**config.mk**
```make
export PLATFORM = sky130hd
export DESIGN_NAME = coef_word_encoder
export DESIGN_NICKNAME = d
export VERILOG_FILES = /design/src/rtl/cwe_pkg.sv /design/src/rtl/cwe_range_scaler.sv /design/src/rtl/cwe_band_select.sv /design/src/rtl/cwe_mant_pack.sv /design/src/rtl/coef_word_encoder.sv
export SDC_FILE = /design/constraint.sdc
export NUM_CORES = 1
export LEC_CHECK = 0
export BUFFER_PORTS_ARGS = -buffer_cell sky130_fd_sc_hd__buf_2
export CAP_MARGIN = 20
export CORE_ASPECT_RATIO = 0.6
export CORE_MARGIN = 4
export CORE_UTILIZATION = 60
export CTS_CLUSTER_DIAMETER = 40
export DETAILED_ROUTE_END_ITERATION = 12
export MAX_ROUTING_LAYER = met4
export PLACE_DENSITY = 0.81
export SLEW_MARGIN = 10
export SYNTH_ARGS = -nofsm -noshare
export SYNTH_HDL_FRONTEND = slang
export SYNTH_HIERARCHICAL = 1
export SYNTH_SLANG_ARGS = --single-unit
```
**constraint.sdc**
```tcl
create_clock -name clk -period 13.9 [get_ports clk]
set_input_delay 1.39 -clock clk [delete_from_list [all_inputs] [get_ports clk]]
set_output_delay 1.39 -clock clk [all_outputs]
set_load 0.1 [all_outputs]
```
**src/rtl/cwe_pkg.sv**
```systemverilog
package cwe_pkg;
  localparam int COEF_W    = 64;
  localparam int FRAC_W    = 32;
  localparam int MAG_W     = COEF_W - 1;
  localparam int SAT_W     = FRAC_W + 2;
  localparam int MANT_W    = 12;
  localparam int CODE_W    = 3;
  localparam int WORD_W    = 1 + CODE_W + MANT_W;
  localparam int NBANDS    = 6;
  localparam int GUARD     = 3;
  localparam int SHIFT_W   = $clog2(SAT_W) + 1;
  localparam int LIM_NUM   = 219;
  localparam int LIM_DEN   = 255;
  localparam int LIM_SHIFT = FRAC_W - 2;
  localparam logic [2*FRAC_W-1:0] LIM_K_WIDE =
    (2*FRAC_W)'((64'(LIM_NUM) << FRAC_W) / 64'(LIM_DEN));
  localparam logic [FRAC_W-1:0] LIM_K = LIM_K_WIDE[FRAC_W-1:0];

  // band 0 is the smallest magnitude band
  function automatic logic [CODE_W-1:0] band_code(input int b);
    int c;
    c = (b < 4) ? (3 - b) : (11 - b);
    return CODE_W'(c);
  endfunction

  function automatic int band_fbits(input int b);
    return MANT_W - b;
  endfunction

  function automatic int band_shift(input int b);
    return FRAC_W - GUARD - band_fbits(b);
  endfunction

  typedef struct packed {
    logic              sign;
    logic [CODE_W-1:0] code;
    logic [MANT_W-1:0] mant;
  } cw_word_t;
endpackage

```
**src/rtl/cwe_range_scaler.sv**
```systemverilog
module cwe_range_scaler
  import cwe_pkg::*;
#(
  parameter int IN_W  = MAG_W,
  parameter int OUT_W = SAT_W,
  parameter int FW    = FRAC_W
) (
  input  logic [IN_W-1:0]  mag_i,
  input  logic             lim_i,
  output logic [OUT_W-1:0] mag_o
);
  localparam int PROD_W = 2 * FW;

  logic [OUT_W-1:0]  sat;
  logic [FW-1:0]     quarter;
  logic [PROD_W-1:0] prod;
  logic [OUT_W-1:0]  scaled;

  // clamp strictly below 4.0
  always_comb begin
    if (|mag_i[IN_W-1:OUT_W]) sat = '1;
    else                      sat = mag_i[OUT_W-1:0];
  end

  assign quarter = sat[OUT_W-1:2];
  assign prod    = {{(PROD_W-FW){1'b0}}, quarter} * {{(PROD_W-FW){1'b0}}, LIM_K};
  assign scaled  = prod[LIM_SHIFT +: OUT_W];
  assign mag_o   = lim_i ? scaled : sat;
endmodule

```
**src/rtl/cwe_band_select.sv**
```systemverilog
module cwe_band_select
  import cwe_pkg::*;
#(
  parameter int MW = SAT_W,
  parameter int NB = NBANDS
) (
  input  logic [MW-1:0]      mag_i,
  output logic [CODE_W-1:0]  code_o,
  output logic [SHIFT_W-1:0] shift_o
);
  logic [NB-2:0] below;

  genvar g;
  generate
    for (g = 0; g < NB - 1; g++) begin : g_edge
      localparam logic [MW-1:0] EDGE = MW'(1) << (FRAC_W - GUARD + g);
      assign below[g] = (mag_i < EDGE);
    end
  endgenerate

  // smallest band whose edge lies above the magnitude wins
  always_comb begin
    code_o  = band_code(NB - 1);
    shift_o = SHIFT_W'(band_shift(NB - 1));
    for (int b = NB - 2; b >= 0; b--) begin
      if (below[b]) begin
        code_o  = band_code(b);
        shift_o = SHIFT_W'(band_shift(b));
      end
    end
  end
endmodule

```
**src/rtl/cwe_mant_pack.sv**
```systemverilog
module cwe_mant_pack
  import cwe_pkg::*;
#(
  parameter int MW = SAT_W,
  parameter int NW = MANT_W
) (
  input  logic [MW-1:0]      mag_i,
  input  logic [SHIFT_W-1:0] shift_i,
  output logic [NW-1:0]      mant_o
);
  localparam logic [NW-1:0] LOW_MASK = NW'((1 << GUARD) - 1);
  localparam logic [MW:0]   ROUND    = (MW+1)'(1 << (GUARD - 1));

  logic [MW-1:0] shifted;
  logic [MW:0]   rounded;
  logic [NW-1:0] clamped;

  assign shifted = mag_i >> shift_i;
  assign rounded = {1'b0, shifted} + ROUND;

  always_comb begin
    if (|rounded[MW:NW]) clamped = '1;
    else                 clamped = rounded[NW-1:0];
  end

  assign mant_o = clamped & ~LOW_MASK;
endmodule

```
**src/rtl/coef_word_encoder.sv**
```systemverilog
module coef_word_encoder
  import cwe_pkg::*;
(
  input  logic              clk,
  input  logic              rst,
  input  logic              in_valid,
  input  logic [COEF_W-1:0] in_coef,
  input  logic              lim_en,
  output logic              out_valid,
  output logic [WORD_W-1:0] out_word
);
  logic [SAT_W-1:0]   mag;
  logic [CODE_W-1:0]  code;
  logic [SHIFT_W-1:0] shift;
  logic [MANT_W-1:0]  mant;
  cw_word_t           next_word;
  cw_word_t           word_q;
  logic               valid_q;

  cwe_range_scaler u_scale (
    .mag_i (in_coef[MAG_W-1:0]),
    .lim_i (lim_en),
    .mag_o (mag)
  );

  cwe_band_select u_band (
    .mag_i   (mag),
    .code_o  (code),
    .shift_o (shift)
  );

  cwe_mant_pack u_mant (
    .mag_i   (mag),
    .shift_i (shift),
    .mant_o  (mant)
  );

  assign next_word = '{sign: in_coef[COEF_W-1], code: code, mant: mant};

  always_ff @(posedge clk) begin
    if (rst) begin
      valid_q <= 1'b0;
      word_q  <= '0;
    end else begin
      valid_q <= in_valid;
      if (in_valid) word_q <= next_word;
    end
  end

  assign out_valid = valid_q;
  assign out_word  = word_q;

  p_valid_lag_r7: assert property (@(posedge clk) disable iff (rst)
    in_valid |=> out_valid);
  p_idle_lag_r7: assert property (@(posedge clk) disable iff (rst)
    !in_valid |=> !out_valid);
  p_hold_r7: assert property (@(posedge clk) disable iff (rst)
    !in_valid |=> $stable(out_word));
  p_sign_r1: assert property (@(posedge clk) disable iff (rst)
    in_valid |=> out_word[WORD_W-1] == $past(in_coef[COEF_W-1]));
  p_low_zero_r5: assert property (@(posedge clk) disable iff (rst)
    out_valid |-> out_word[GUARD-1:0] == '0);
  p_code_legal_r3: assert property (@(posedge clk) disable iff (rst)
    out_valid |-> (out_word[MANT_W +: CODE_W] != 3'd4 &&
                   out_word[MANT_W +: CODE_W] != 3'd5));
  p_sat_r2: assert property (@(posedge clk) disable iff (rst)
    (in_valid && !lim_en && |in_coef[MAG_W-1:SAT_W]) |=>
      out_word[WORD_W-2:0] == 15'h6FF8);
endmodule

```
Word-level counts from Yosys, hierarchy flattened
Index checks and enable logic that the tools add are counted.
{"block": "word_totals", "rom_bits": 0, "regBits": 14, "latch_bits": 0, "elab_cells": 27, "inputBits": 68, "memories": 0, "ram_bits": 0}
{"block": "op_classes", "n_shift": 1, "mux": 13, "magnitude_cmp": 5, "mul": 1, "n_reduce_logical": 2, "div_mod_pow": 0, "add_sub_neg": 1, "n_eq_ne": 0, "bitwise": 0}
{"operator": "34-bit 2-to-1 mux", "count": 2}
{"operator": "32-bit by 32-bit multiplier with 64-bit output, second input constant", "count": 1}
{"operator": "34-bit by 3-bit adder with 35-bit output, second input constant", "count": 1}
{"operator": "34-bit by 30-bit less-than comparator with 1-bit output, second input constant", "count": 1}
{"operator": "34-bit by 31-bit less-than comparator with 1-bit output, second input constant", "count": 1}
{"operator": "34-bit by 32-bit less-than comparator with 1-bit output, second input constant", "count": 1}
{"operator": "34-bit by 33-bit less-than comparator with 1-bit output, second input constant", "count": 1}
{"operator": "34-bit less-than comparator, second input constant", "count": 1}
{"operator": "34-bit by 5-bit right shift with 34-bit output", "count": 1}
{"operator": "29-bit OR reduction", "count": 1}
{"operator": "23-bit OR reduction", "count": 1}
{"operator": "3-bit 2-to-1 mux", "count": 7}
{"operator": "12-bit 2-to-1 mux", "count": 1}
{"operator": "2-bit 2-to-1 mux", "count": 2}
{"operator": "1-bit 2-to-1 mux", "count": 1}

Depth between registers and ports, before layout
Gate-level depths: netlist of the first run.
{"block": "depth", "depth_word": 14, "mapped_depth": 54}

By module
The synthesis of the first run kept the hierarchy.
{"module": "cwe_range_scaler", "cells_each": 2159, "n_inst": 1, "area_per_inst_um2": 21008.9, "seq_area_each_um2": 0.0}
{"module": "cwe_mant_pack", "cells_each": 433, "n_inst": 1, "area_per_inst_um2": 3397.0, "seq_area_each_um2": 0.0}
{"module": "coef_word_encoder", "cells_each": 54, "n_inst": 1, "area_per_inst_um2": 608.1, "seq_area_each_um2": 340.3}
{"module": "cwe_band_select", "cells_each": 16, "n_inst": 1, "area_per_inst_um2": 98.8, "seq_area_each_um2": 0.0}

Worst setup path after synthesis of the first run
OpenSTA, ideal clock, no wires.
{"block": "synth_path", "path_kind": "input to register", "start": "in in_coef[53]", "end": "reg word_q (netlist bit out_word[5])", "arrival_ps": 13428, "n_path_buf": 4, "t_required_ps": 13782, "slack_ps": 354, "path_stages": 49, "path_cell_list": "nor4_1 -> nand4_1 -> or2_2 -> clkbuf_1 -> nor2_1 -> inv_1 -> ha_1 -> ha_1 -> or2_2 -> inv_1 -> fa_1 -> fa_1 -> fa_1 -> inv_1 -> fa_1 -> fa_1 -> fa_1 -> fa_1 -> [13 not listed] -> buf_4 -> buf_6 -> buf_12 -> mux4_2 -> nor4b_1 -> a21oi_1 -> nor4b_1 -> nor2_1 -> ha_1 -> o311ai_0 -> nor4b_2 -> and2_1 -> mux2i_1 -> o2bb2ai_1 -> nor4_4 -> o2111ai_1 -> mux2i_1 -> nor2_1"}
{"block": "synth_via", "elab_chain_len": 14, "elab_cells_between_ends": 18}
{"item": "start: declaration", "line_no": "coef_word_encoder.sv:7", "source": "input logic [COEF_W-1:0] in_coef,"}
{"item": "29-bit OR reduction *", "line_no": "cwe_range_scaler.sv:21", "source": "if (|mag_i[IN_W-1:OUT_W]) sat = '1;"}
{"item": "34-bit 2-to-1 mux *", "line_no": "cwe_range_scaler.sv:21"}
{"item": "32-bit by 32-bit multiplier with 64-bit output", "line_no": "cwe_range_scaler.sv:26", "source": "assign prod = {{(PROD_W-FW){1'b0}}, quarter} * {{(PROD_W-FW){1'b0}}, LIM_K};"}
{"item": "34-bit 2-to-1 mux *", "line_no": "cwe_range_scaler.sv:28", "source": "assign mag_o = lim_i ? scaled : sat;"}
{"item": "via mag[30]", "line_no": "coef_word_encoder.sv:12", "source": "logic [SAT_W-1:0] mag;"}
{"item": "34-bit less-than comparator", "line_no": "cwe_band_select.sv:17", "source": "assign below[g] = (mag_i < EDGE);"}
{"item": "2-bit 2-to-1 mux (2 in a row)", "line_no": "cwe_band_select.sv:26", "source": "if (below[b]) begin"}
{"item": "3-bit 2-to-1 mux (2 in a row)", "line_no": "cwe_band_select.sv:26"}
{"item": "3-bit 2-to-1 mux *", "line_no": "cwe_band_select.sv:26"}
{"item": "via shift[0]", "line_no": "coef_word_encoder.sv:14", "source": "logic [SHIFT_W-1:0] shift;"}
{"item": "34-bit by 5-bit right shift with 34-bit output *", "line_no": "cwe_mant_pack.sv:18", "source": "assign shifted = mag_i >> shift_i;"}
{"item": "34-bit by 3-bit adder with 35-bit output *", "line_no": "cwe_mant_pack.sv:19", "source": "assign rounded = {1'b0, shifted} + ROUND;"}
{"item": "23-bit OR reduction", "line_no": "cwe_mant_pack.sv:22", "source": "if (|rounded[MW:NW]) clamped = '1;"}
{"item": "12-bit 2-to-1 mux *", "line_no": "cwe_mant_pack.sv:22"}
{"item": "via mant[5]", "line_no": "coef_word_encoder.sv:15", "source": "logic [MANT_W-1:0] mant;"}
{"item": "end signal: assignment", "line_no": "coef_word_encoder.sv:46", "source": "if (in_valid) word_q <= next_word;"}
{"item": "end: declaration", "line_no": "coef_word_encoder.sv:17", "source": "cw_word_t word_q;"}
Mark *: on every way through the listed nets, which the timed path passes. The rest lies on a longest branch.
A chain may end at the register's enable or synchronous reset.

Worst setup path in the final report of the first run
{"block": "layout_path", "start": "in in_coef[56]", "end": "reg word_q (netlist bit out_word[9])"}
{"block": "layout_via", "elab_chain_len": 14, "elab_cells_between_ends": 18}
{"item": "29-bit OR reduction *", "line_no": "cwe_range_scaler.sv:21"}
{"item": "34-bit 2-to-1 mux *", "line_no": "cwe_range_scaler.sv:21"}
{"item": "32-bit by 32-bit multiplier with 64-bit output", "line_no": "cwe_range_scaler.sv:26"}
{"item": "34-bit 2-to-1 mux *", "line_no": "cwe_range_scaler.sv:28"}
{"item": "via mag[31]", "line_no": "coef_word_encoder.sv:12"}
{"item": "34-bit less-than comparator", "line_no": "cwe_band_select.sv:17"}
{"item": "2-bit 2-to-1 mux (2 in a row)", "line_no": "cwe_band_select.sv:26"}
{"item": "3-bit 2-to-1 mux (3 in a row)", "line_no": "cwe_band_select.sv:26"}
{"item": "34-bit by 5-bit right shift with 34-bit output *", "line_no": "cwe_mant_pack.sv:18"}
{"item": "34-bit by 3-bit adder with 35-bit output *", "line_no": "cwe_mant_pack.sv:19"}
{"item": "23-bit OR reduction", "line_no": "cwe_mant_pack.sv:22"}
{"item": "12-bit 2-to-1 mux *", "line_no": "cwe_mant_pack.sv:22"}
{"item": "via mant[9]", "line_no": "coef_word_encoder.sv:15"}
Marked as above.

==> flow_summary.yaml, run 1 <==
cts:
  cts_max_level: 1
  clk_pin_slew_ps: 50
  insertion_delay_ps: 240
  hold_buffers: 0
  cts_tree: "yes"
  cts_sinks: 17
  clk_path_buf_depth: 2
  root_buffer: "clkbuf_16"
  numCtsBuffers: 3
job:
  cap_violations: 0
cells_and_area:
  area_delta_synth_final_pct: 14.4
  drive_gt1_share_pct: 19.6
  final_area_mm2: 0.0287
  nNetsFinal: 3884
die:
  ios: 85
  dieArea_mm2: 0.0452
  die-height_um: 166
  num_rows: 57
  core-area_mm2: 0.0409
  die_width_um: 272
  start_util_pct: 61.3
grt:
  grt_pass1_vias: 22288
  grt_max_degree: 43
  grt_pass1_wl_um: 146000
  grt_use_total_pct: 45.4
  gr-total-overflow: 0
  grt_antenna_before_repair: 2
sta:
  min_period_ps: 13690
  fin_skew_ps: 0
  setup_viol: 0
  timing.final.crit_share_pct: 98.5
  hold_viol_final: 0
  relSlewSlack_pct: 33.1
  tightestPinTransition_ps: 997
  slew_violations: 0
  max_freq_ghz: 0.0730
  fin_tns_setup_ps: 0
synthesis:
  synthesis.instances: 2651
  synth_area_per_cell_um2: 9.45
  syn_area_mm2: 0.0250
  synth_warnings: 6
power:
  p_per_area_mw_per_mm2: 8.72
  totalPowerFinal_w: 0.000250
  p_leak_nw: 14.3
  ir_drop_v: 0.0000625
worst_setup_path:
  arrival_ps: 13810
  cp_slowest_cell: "fa_2"
  crit_path_end_kind: "register"
  crit_path_frequent_cell: "fa_1"
  startpoint_type: "input pin"
  path_max_fanout: 26
  worstPathRequired_ps: 14020
  slowest_delay_ps: 640
  path_class: "in -> reg"
place:
  dp.final_hpwl_um: 89700
  dpl-instance-area_mm2: 0.0277
  port-buffer-count: 82
  gp_congestion: 1.14
route:
  first_iter_violations: 3198
  vias_per_cell: 6.27
  ant_nets: 0
  avgRoutedWirePerCell_um: 28.5
  first_pass_iters: 9
  drt_wl_total_um: 100000
  drc: 0
  num_vias: 22024
outcome:
  status: "finished clean"
worst_hold_path:
  min_path_type: "reg -> reg"
-- flip-flops by register name (all words and copies together), names as in the netlist --
name and count:
out_valid 1, out_word 16
-- layout by cell type (no fill, tap or decap), types with 17 or more instances in the layout --
cell	instances
mux2_2	25
nand3_1	26
nand4_1	40
or2_2	18
o21ai_0	39
xor2_1	30
buf_4	273
nand2_1	75
nor2_1	132
xnor2_1	48
fa_1	507
buf_2	84
o22ai_1	25
mux4_2	20
fa_2	22
ha_1	324
mux2i_1	42
a21o_1	58
nor3_1	32
dfxtp_1	17
inv_1	643
a21oi_1	101
or3_1	32
-- power breakdown --
group          leakage (nW)  internal [W]  switching [W]
combinational          14.1     0.0000439      0.0000937
clock                0.0382     0.0000389      0.0000182
sequential            0.141     0.0000530     0.00000231
-- through the flow --
| step | hold WS (ps) | setup slack [ps] | cells | utilization [%] |
|---|---|---|---|---|
| 2_1_floorplan | 975 | 381 | 2655 | - |
| 3_3_place_gp | 468 | -244 | 3478 | 67.8 |
| 3_5_place_dp | 485 | -538 | 3478 | 67.8 |
| 4_1_cts | 496 | 0.640 | 3483 | 68.2 |
| 5_1_grt | 532 | -60.5 | 3512 | 70.1 |
| 6_report | 495 | 207 | 3513 | 70.1 |
-- critical path: cells and delay by family --
kind                       cells  cell delay, ps
and+or+nand+nor               15            2580
xor gates and xnor gates       1             190
adders and majority gates     10            4960
AOI/OAI and AO/OA             10            2050
buffers and inverters         14            2020
muxes                          2             580
-- path summary, 6_finish.rpt --
| path | start | cells past startpoint | slack (ps) | endpoint |
|---|---|---|---|---|
| hold reg to reg | out_word[2] | 2 | 500 | out_word[2] |
| hold / removal | out_word[2] | 2 | 500 | out_word[2] |
| setup reg to reg | out_word[13] | 2 | 13230 | out_word[13] |
| setup / recovery | in_coef[56] | 52 | 210 | out_word[9] |
-- area by class of cell --
type / count / area (um^2)
multi-input cells: 1907 / 22500
repair buffers: 372 / 2640
clock buffers: 4 / 78.8
well taps: 560 / 701
diodes: 3 / 7.51
flip-flops and latches: 17 / 340
inverters: 650 / 2440
fillers: 3209 / 12200
-- routing by layer --
| layer | part of all wire, % | vias up | wire (um) | track usage (%) |
|---|---|---|---|---|
| met5 | 0 | - | 0 | - |
| met4 | 1.6 | 0 | 1560 | 4.54 |
| met3 | 22 | 122 | 21700 | 29.8 |
| met2 | 35 | 1767 | 34900 | 52.0 |
| met1 | 42 | 10970 | 42000 | 67.1 |
| li1 | - | 9165 | - | - |
-- timing repair --
action,CTS,global route
setup endpoints to repair,9,9
hold endpoints to repair,0,0
pin swaps,3,53
gates resized for setup,15,137
buffers inserted,1,25
cloned,0,3
No activity file was read; power rests on OpenSTA's default activity.
==> run 2, diff against run 1 <==
- ABC_AREA: unset -> 1
- CORE_UTILIZATION: 60 -> 50
- PLACE_DENSITY: 0.81 -> 0.69
==> run 2 against run 1 <==
- cell count increased by 17%
- first-iteration DRC count shrank 2.4%
- clock skew unchanged
- synthesized area up 4.3%
- sequential share of layout area increased by 0.053 points
- final area fell by 4.3%
- via count increased by 2.2%
- count of clock-buffer cells in the layout is 1 lower
- non-clock buffer count shrank 249
- flip-flop and latch count did not move
- largest cell class unchanged
==> flow_summary.yaml, run 2 <==
worst_hold_path:
  hp-start: "out_word[13]"
  min_path_type: "reg -> reg"
place:
  port-buffer-count: 82
  dp.final_hpwl_um: 86200
  dp_slack_ps: 690
  dpl-instance-area_mm2: 0.0273
  gp_congestion: 1.08
cells_and_area:
  nNetsFinal: 4338
  area_delta_synth_final_pct: 5.08
  final_area_mm2: 0.0274
  final_common_cell: "inv_1"
  post-route-util_pct: 53.5
  drive_gt1_share_pct: 7.29
  largest_reg_flops: 16
  final_cell_mix: "inv_1 (854), fa_1 (529), nand2_1 (486)"
  n_antenna_cell: 0
die:
  core-area_mm2: 0.0513
  num_rows: 64
  ios: 85
  dieArea_mm2: 0.0561
  die_width_um: 303
  die-height_um: 185
  start_util_pct: 50.9
grt:
  grt_use_total_pct: 35.4
  grt_antenna_before_repair: 0
  grt.met3_usage_pct: 14.7
  grt_busiest_layer: "met1"
  gr-total-overflow: 0
  grt_max_degree: 48
  globalRouteMet2Util_pct: 43.1
  grt_pass1_vias: 22013
  grt_pass1_wl_um: 141000
  use_met1_pct: 56.2
worst_setup_path:
  startpoint_type: "input pin"
  r2r_cells: 2
  rr_startpoint: "out_word[10]"
  r2r_end: "out_word[10]"
  path_max_fanout: 25
  cp-startpoint: "in_coef[44]"
  arrival_ps: 13400
  worstPathRequired_ps: 14040
  rrSetupSlack_ps: 13300
  crit_path_end_kind: "register"
  cp_slowest_cell: "fa_1"
  cp-endpoint: "out_word[5]"
  slowest_delay_ps: 710
  path_class: "in -> reg"
  crit_path_frequent_cell: "nand2_1"
power:
  p_sw_w: 0.000142
  ir_drop_v: 0.0000545
  pwr-share-seq_pct: 20.1
  p_leak_nw: 14.2
  share_comb_of_total_power_pct: 58.8
  internal_power_w: 0.000134
  power.share.switching_pct: 51.4
  p_per_area_mw_per_mm2: 10.0
  clkPwrFrac_pct: 21.1
route:
  num_vias: 22519
  drc: 0
  avgRoutedWirePerCell_um: 23.0
  first_iter_violations: 3121
  vias_per_cell: 5.50
  drt_wl_total_um: 94400
  first_pass_iters: 8
  ant_nets: 0
sta:
  max_freq_ghz: 0.0754
  relSlewSlack_pct: 41.5
  hold_viol_final: 0
  setup_viol: 0
  timing.final.crit_share_pct: 95.4
  slew_violations: 0
  fin_tns_setup_ps: 0
  fin_skew_ps: 0
  min_period_ps: 13260
  tightestPinTransition_ps: 869
  layout_setup_ws_ps: 638
cts:
  cts_tree: "yes"
  root_buffer: "clkbuf_16"
  cts_sinks: 17
  numCtsBuffers: 3
  insertion_delay_ps: 250
  clk_pin_slew_ps: 50
  cts_max_level: 1
  clk_path_buf_depth: 2
synthesis:
  synth_warnings: 6
  synth_area_per_cell_um2: 7.85
  synthesis.instances: 3329
  syn_area_mm2: 0.0261
outcome:
  status: "finished clean"
job:
  cap_violations: 0
[run 2: power groups by stage]
| stage | clock (W) | sequential, W | combinational [W] |
|---|---|---|---|
| after floorplan | 0 | 0.0000871 | 0.0000940 |
| after global placement | 0 | 0.0000560 | 0.000152 |
| after detailed placement | 0 | 0.0000562 | 0.000153 |
| after CTS | 0.0000591 | 0.0000553 | 0.000154 |
| after global routing | 0.0000612 | 0.0000557 | 0.000178 |
| final | 0.0000581 | 0.0000553 | 0.000162 |
[run 2: area by class of cell]
cell class / instances / area [um^2]
clock buffer: 3 / 75.1
clock inverter: 1 / 5.00
tap: 693 / 867
multi-input combinational: 2387 / 22200
inverter: 873 / 3280
sequential: 17 / 340
timing repair buffer: 123 / 718
fill: 5002 / 23900
[run 2: layer usage]
layer | wire length (um) | part of all wire [%]
met3 | 15800 | 17
met5 | 0 | 0
met4 | 344 | 0.36
met1 | 45100 | 48
met2 | 33200 | 35
[run 2: worst min-delay path by stage]
stage / slack (ps) / depth (start not counted) / to
finish: 470 / 2 / out_word[13]
global route: 490 / 2 / out_word[11]
CTS: 470 / 2 / out_word[13]
detailed placement: 460 / 2 / out_word[13]
global placement: 460 / 2 / out_word[10]
floorplan: 910 / 2 / out_word[14]
[run 2: critical path: cells and delay by family]
kind	cells	cell delay, ps
AO/OA/AOI/OAI	6	1570
adder cells (fa/ha/maj)	10	5030
buffers and inverters	10	1400
AND/OR/NAND/NOR	28	3990
[run 2: through the flow]
stage                     cells  hold WS [ps]  total power, W
after floorplan            3333           909        0.000181
after global placement     4090           457        0.000208
after detailed placement   4090           460        0.000209
after CTS                  4094           472        0.000268
after global routing       4097           486        0.000295
final                      4097           469        0.000276
[run 2: repair_timing]
item,CTS,global route
resized for setup,0,5
setup endpoints to repair,0,9
buffers inserted,0,3
hold buffers,0,0
